--- src/rtl/ep0_pkg.sv ---
package ep0_pkg;
  localparam int REG_W   = 8;
  localparam int STATE_W = 6;
  // state bit positions, equal to their read positions
  localparam int B_RXRDY = 0;
  localparam int B_TXRDY = 1;
  localparam int B_STLD  = 2;
  localparam int B_DEND  = 3;
  localparam int B_SEND  = 4;
  localparam int B_STALL = 5;
  // strobe positions in write data
  localparam int W_CLR_RX = 6;
  localparam int W_CLR_SE = 7;
  // bits whose hardware set beats every clear and load
  localparam logic [STATE_W-1:0] SET_WINS_MASK =
    (STATE_W'(1) << B_RXRDY) | (STATE_W'(1) << B_STLD) | (STATE_W'(1) << B_SEND);

  typedef struct packed {
    logic rx_pkt;
    logic in_acked;
    logic stall_sent;
    logic setup_early;
    logic xfer_done;
  } ep0_evt_t;
endpackage

--- src/rtl/ep0_bit_cell.sv ---
module ep0_bit_cell #(
  parameter bit SET_WINS = 1'b1
) (
  input  logic clk,
  input  logic rst,
  input  logic set_i,
  input  logic clr_i,
  input  logic load_i,
  input  logic load_val_i,
  output logic q_o
);
  logic q_next;

  generate
    if (SET_WINS) begin : g_set_first
      always_comb begin
        if (set_i)       q_next = 1'b1;
        else if (clr_i)  q_next = 1'b0;
        else if (load_i) q_next = load_val_i;
        else             q_next = q_o;
      end
      AST_SET_DOMINATES: assert property (@(posedge clk) disable iff (rst)
        set_i |=> q_o);
    end else begin : g_clr_first
      always_comb begin
        if (clr_i)       q_next = 1'b0;
        else if (set_i)  q_next = 1'b1;
        else if (load_i) q_next = load_val_i;
        else             q_next = q_o;
      end
      AST_CLR_DOMINATES: assert property (@(posedge clk) disable iff (rst)
        clr_i |=> !q_o);
    end
  endgenerate

  always_ff @(posedge clk) begin
    if (rst) q_o <= 1'b0;
    else     q_o <= q_next;
  end
endmodule

--- src/rtl/ep0_irq_gen.sv ---
module ep0_irq_gen #(
  parameter int N_SRC = 3
) (
  input  logic             clk,
  input  logic             rst,
  input  logic [N_SRC-1:0] src_i,
  output logic             irq_o
);
  always_ff @(posedge clk) begin
    if (rst) irq_o <= 1'b0;
    else     irq_o <= |src_i;
  end
endmodule

--- src/rtl/ep0_ctrl_reg.sv ---
module ep0_ctrl_reg
  import ep0_pkg::*;
(
  input  logic             clk,
  input  logic             rst,
  input  logic             cpu_wr,
  input  logic [REG_W-1:0] cpu_wdata,
  output logic [REG_W-1:0] cpu_rdata,
  input  logic             ev_rx_pkt,
  input  logic             ev_in_acked,
  input  logic             ev_stall_sent,
  input  logic             ev_setup_early,
  input  logic             ev_xfer_done,
  output logic             tx_ready,
  output logic             send_stall,
  output logic             data_end,
  output logic             ep_irq
);
  localparam int PAD_W   = REG_W - STATE_W;
  localparam int N_IRQ   = 3;

  ep0_evt_t             evt;
  logic [STATE_W-1:0]   st_q;
  logic [STATE_W-1:0]   set_v, clr_v, load_v, lval_v;
  logic                 setend_hit;
  logic [N_IRQ-1:0]     irq_src;

  assign evt = '{rx_pkt: ev_rx_pkt, in_acked: ev_in_acked, stall_sent: ev_stall_sent,
                 setup_early: ev_setup_early, xfer_done: ev_xfer_done};

  // early SETUP only counts while data-end is clear
  assign setend_hit = evt.setup_early && !st_q[B_DEND];

  always_comb begin
    set_v  = '0;
    clr_v  = '0;
    load_v = '0;
    lval_v = cpu_wdata[STATE_W-1:0];
    // read-only flags: hardware set, strobe clear
    set_v[B_RXRDY]  = evt.rx_pkt;
    clr_v[B_RXRDY]  = cpu_wr && cpu_wdata[W_CLR_RX];
    set_v[B_SEND]   = setend_hit;
    clr_v[B_SEND]   = cpu_wr && cpu_wdata[W_CLR_SE];
    // stalled: hardware set, software load
    set_v[B_STLD]   = evt.stall_sent;
    load_v[B_STLD]  = cpu_wr;
    // self-clearing requests
    load_v[B_TXRDY] = cpu_wr;
    clr_v[B_TXRDY]  = evt.in_acked;
    load_v[B_DEND]  = cpu_wr;
    clr_v[B_DEND]   = evt.in_acked || evt.xfer_done;
    load_v[B_STALL] = cpu_wr;
    clr_v[B_STALL]  = evt.stall_sent;
  end

  generate
    for (genvar i = 0; i < STATE_W; i++) begin : g_bit
      ep0_bit_cell #(.SET_WINS(SET_WINS_MASK[i])) u_cell (
        .clk        (clk),
        .rst        (rst),
        .set_i      (set_v[i]),
        .clr_i      (clr_v[i]),
        .load_i     (load_v[i]),
        .load_val_i (lval_v[i]),
        .q_o        (st_q[i])
      );
    end
  endgenerate

  // interrupt causes
  assign irq_src = {evt.rx_pkt, setend_hit, cpu_wr && cpu_wdata[B_TXRDY] && !st_q[B_TXRDY]};

  ep0_irq_gen #(.N_SRC(N_IRQ)) u_irq (
    .clk   (clk),
    .rst   (rst),
    .src_i (irq_src),
    .irq_o (ep_irq)
  );

  assign cpu_rdata  = {{PAD_W{1'b0}}, st_q};
  assign tx_ready   = st_q[B_TXRDY];
  assign send_stall = st_q[B_STALL];
  assign data_end   = st_q[B_DEND];

  AST_STALL_SELF_CLR: assert property (@(posedge clk) disable iff (rst)
    ev_stall_sent |=> (!send_stall && cpu_rdata[B_STLD]));
  AST_RX_ONLY_BY_EVENT: assert property (@(posedge clk) disable iff (rst)
    $rose(cpu_rdata[B_RXRDY]) |-> $past(ev_rx_pkt));
  AST_SETEND_RAISES_IRQ: assert property (@(posedge clk) disable iff (rst)
    $rose(cpu_rdata[B_SEND]) |-> ep_irq);
  AST_SETEND_NEEDS_NO_DEND: assert property (@(posedge clk) disable iff (rst)
    (ev_setup_early && data_end && !cpu_rdata[B_SEND]) |=> !cpu_rdata[B_SEND]);
  AST_DEND_CLEARED: assert property (@(posedge clk) disable iff (rst)
    (ev_in_acked || ev_xfer_done) |=> !data_end);
  AST_RESET_QUIET: assert property (@(posedge clk)
    $past(rst) |-> (cpu_rdata == '0 && !ep_irq));
endmodule

--- config.mk ---
export PLATFORM = sky130hd
export DESIGN_NAME = ep0_ctrl_reg
export DESIGN_NICKNAME = d
export VERILOG_FILES = /design/src/rtl/ep0_pkg.sv /design/src/rtl/ep0_bit_cell.sv /design/src/rtl/ep0_irq_gen.sv /design/src/rtl/ep0_ctrl_reg.sv
export SDC_FILE = /design/constraint.sdc
export NUM_CORES = 1
export LEC_CHECK = 0
export BUFFER_PORTS_ARGS = -buffer_cell sky130_fd_sc_hd__buf_2
export CORE_AREA = 5 5 42 44
export CTS_CLUSTER_SIZE = 40
export DETAILED_ROUTE_END_ITERATION = 16
export DIE_AREA = 0 0 47 49
export PLACE_DENSITY = 0.63
export SYNTH_ARGS = -nofsm -noshare
export SYNTH_HDL_FRONTEND = slang
export SYNTH_SLANG_ARGS = --single-unit
--- constraint.sdc ---
create_clock -name clk -period 0.8 [get_ports clk]
set_clock_uncertainty 0.05 [all_clocks]
set_input_delay 0.04 -clock clk [delete_from_list [all_inputs] [get_ports clk]]
set_output_delay 0.04 -clock clk [all_outputs]
set_load 0.02 [all_outputs]
==> results.md <==
Status:
- The run finished, with violations left.
- The final reports fail on hold timing, setup timing.

Hold path:
- The beginning of the worst hold path is rst.
- The capture endpoint of the worst hold path is g_bit[2].u_cell.q_o$_SDFFE_PP0P_.
- The type of the most critical hold path is primary input to register.
- The hold path depth is 2.

Timing:
- Once routing completed, OpenROAD measured the worst setup slack at -0.02773 ns.
- The number of pins with negative max-slew slack in the final report is 0.
- On the final layout, the worst hold slack is -0.01013 ns.
- The clock period minus final worst setup slack is 0.8277 ns.
- The count of final setup violators is 8.
- The number of hold violations in the final report came to 4.
- Setup repair after global routing could not meet its margin everywhere.
- Based on the critical path, the design can be clocked at up to 1208 MHz.
- After routing, the total negative slack on setup checks comes to -0.1553 ns.
- The post-route fraction of the period consumed by the critical path is 1.035.

Pwr:
- The combinational power share is 0.210.
- The sequential group share of total power is 0.429.
- The switching share of power is 0.2564.
- For this design the static power due to leakage is 0.2700 nW.
- The switching component of the power is 0.0002259 W.
- The worst-case IR drop observed on VDD is 0.0007514 V.
- The share of total power in the clock network is 0.361.
- Internal power comes to 0.0006551 W.
- Dividing total power by cell area gives a power density of 1593 nW/um2.

Routing:
- The remaining antenna violation count after routing is 0.
- The final route contains 308 vias.
- Dividing the detail-routed wire length by the instance count gives 11.00 um.
- The DRC violation count after routing is 0.
- The routed wire length is 803 um.
- After detailed routing, the number of vias per cell comes to 4.219.
- After the first detailed-routing iteration, the DRC count stood at 0.
- The iteration count of the initial detailed-routing pass is 1.

Setup path:
- Of all nets on the critical path, the largest fanout is 2.
- The worst setup path is captured at a register.
- The worst setup path is of the primary input to register kind.
- The worst register-to-register path begins at g_bit[3].u_cell.q_o$_SDFFE_PP0P_.
- The worst register-to-register path has a depth of 2.
- The required time of the critical path is 0.91 ns.
- The arrival time reported for the critical path endpoint is 0.94 ns.
- The most critical setup path has its startpoint at ev_in_acked.
- The end of the worst register-to-register path is u_irq.irq_o$_SDFF_PP0_.
- Across all register-to-register paths, the minimum setup slack is -0.01 ns.
- The nature of the critical path startpoint is a primary input.

Place:
- Routability-driven placement finished with a final weighted congestion of 0.5875.
- The count of input and output buffers is 23.

Clock tree:
- TritonCTS built the clock tree.
- The CTS buffer count is 3.
- The clock transition time at the flip-flop clock pins of the worst setup and hold paths is 0.05 ns.
- The clock latency of the later-clocked register in the worst-skew pair is 0.25 ns.
- Counting along the longest clock path gives a buffer depth of 2.
- In this run the number of H-tree levels came out at 1.
- The CTS root buffer is clkbuf_4.
- The number of sinks on the clock net is 7.

Global route:
- Entering global routing, the biggest net connects 8 pins.
- The number of antenna violations at the first check in global routing is 0.
- The first global-routing pass estimated 1228 um of wire.
- The via count of the first global-routing pass is 311.
- For this run the aggregate overflow at the end of global routing stands at 0.
- For this run, the total global-route usage over all layers was measured as 0.07763.

Finish:
- Relative to the synthesized area, the layout overhead comes to 62.50%.
- The number of filler cells placed in the layout is 153.
- The most common cell after layout, fill and taps aside is buf_2.
- Leaving out fill and tap cells, the most frequent cells in the layout are buf_2 (13), buf_6 (10), mux2i_1 (4), dfxtp_2 (4), dlygate4sd3_1 (4).
- In the final layout, the share of cells above drive strength 1 is 0.5965.
- The number of antenna diodes in the final layout is 0.
- The net total in the final layout is 74.
- The core utilization of the finished layout is 0.3946.

Logic synthesis:
- The cell area after technology mapping is 340.3 um2.
- The mean area per synthesized cell is 10.01 um2.
- The distinct cell type count after synthesis is 13.
- Counting flops and latches in the post-synthesis netlist gives 7.
- The synthesized netlist cell count is 34.
- The sequential cell area fraction in the yosys report is 0.4118.
- For this run, the number of Yosys warnings is 0.

Die:
- The starting density of the core is 0.2429.
- The initialized floorplan defines 14 standard-cell rows.
- The die is 49 um tall.
- The die is 47 um wide.
- The count of boundary I/O pins is 28.
- The total area inside the core boundary comes to 1401 um2.
- The die covers 2303 um2.

Flow run:
- The total of max-cap violations is 0.
-- power by group through the flow --
stage | sequential (W) | clock [W] | combinational (W)
2_1_floorplan | 0.000394 | 0 | 0.000102
3_3_place_gp | 0.000383 | 0 | 0.000144
3_5_place_dp | 0.000384 | 0 | 0.000145
4_1_cts | 0.000383 | 0.000335 | 0.000181
5_1_grt | 0.000379 | 0.000356 | 0.000202
6_report | 0.000378 | 0.000318 | 0.000185
-- cell families (layout without fill, tap and decap cells) --
| kind of cell | after synthesis | count (layout) | synth area share |
|---|---|---|---|
| compound gates | 6 | 6 | 0.1213 |
| buf+inv | 11 | 33 | 0.2316 |
| flops | 7 | 7 | 0.4118 |
| mux | 4 | 4 | 0.1177 |
| other cells | 1 | 2 | 0.01102 |
| simple gates | 5 | 5 | 0.1066 |
-- layer usage --
metal / track usage / vias up / part of all wire
met5: 0 / - / 0
met4: 0.04147 / 0 / 0
met3: 0.05535 / 0 / 0.12
met2: 0.1131 / 19 / 0.49
met1: 0.07965 / 138 / 0.39
li1: - / 151 / -
-- worst max path at each step --
stage / endpoint / depth (start not counted)
2_1_floorplan: g_bit[5].u_cell.q_o$_SDFFE_PP0P_ / 2
3_3_place_gp: u_irq.irq_o$_SDFF_PP0_ / 2
3_5_place_dp: u_irq.irq_o$_SDFF_PP0_ / 2
4_1_cts: data_end / 1
5_1_grt: send_stall / 1
6_report: g_bit[3].u_cell.q_o$_SDFFE_PP0P_ / 3
-- state kept, by name, indices dropped and copies added, names as in the netlist --
signal / flops
u_irq.irq_o: 1
g_bit.u_cell.q_o: 6
-- layout make-up --
type,count,area (um2),area share
Timing Repair Buffer,27,217.7,0.3937
Clock buffer,4,26.28,0.04751
Sequential cell,7,156.4,0.2828
Multi-Input combinational cell,17,125.1,0.2262
Inverter,2,7.507,0.01357
Tap cell,16,20.02,0.03620
-- cells in the mapped netlist, drive strengths merged --
cell type,number,area (um2)
nand3b,1,7.510
a31oi,1,6.260
inv,2,7.510
a21oi,3,15.01
nand2b,1,6.260
nor4,1,12.51
conb,1,3.750
dfxtp,7,140.1
buf,9,71.32
nor3,2,10.01
mux2i,4,40.04
a21bo,2,20.02
-- repair_timing --
| item | 4_1_cts | 5_1_grt |
|---|---|---|
| buffers inserted | 0 | 0 |
| gates resized for setup | 19 | 9 |
| setup endpoints to repair | 11 | 12 |
| pin swaps | 1 | 1 |
| hold endpoints to repair | 6 | 2 |
| hold buffers | 4 | 1 |
-- through the flow --
step	setup WS, ns	hold WS, ns	total power [W]	instances	area [um2]
finish	-0.02773	-0.01013	0.0008810	73	553.0
CTS	-0.03588	-0.01108	0.0008983	73	528.0
floorplan	0.03525	0.05295	0.0004954	35	346.6
detailed placement	0.05399	0.1578	0.0005291	65	410.4
global route	-0.05054	-0.001980	0.0009371	73	553.0
global placement	0.06143	0.1545	0.0005270	65	410.4
-- worst max-delay path, stage by stage --
cell and delay, ns:
buf_2 0.09, dlygate4sd3_1 0.57, nor4_2 0.23
Power figures use the tool's default switching activity.
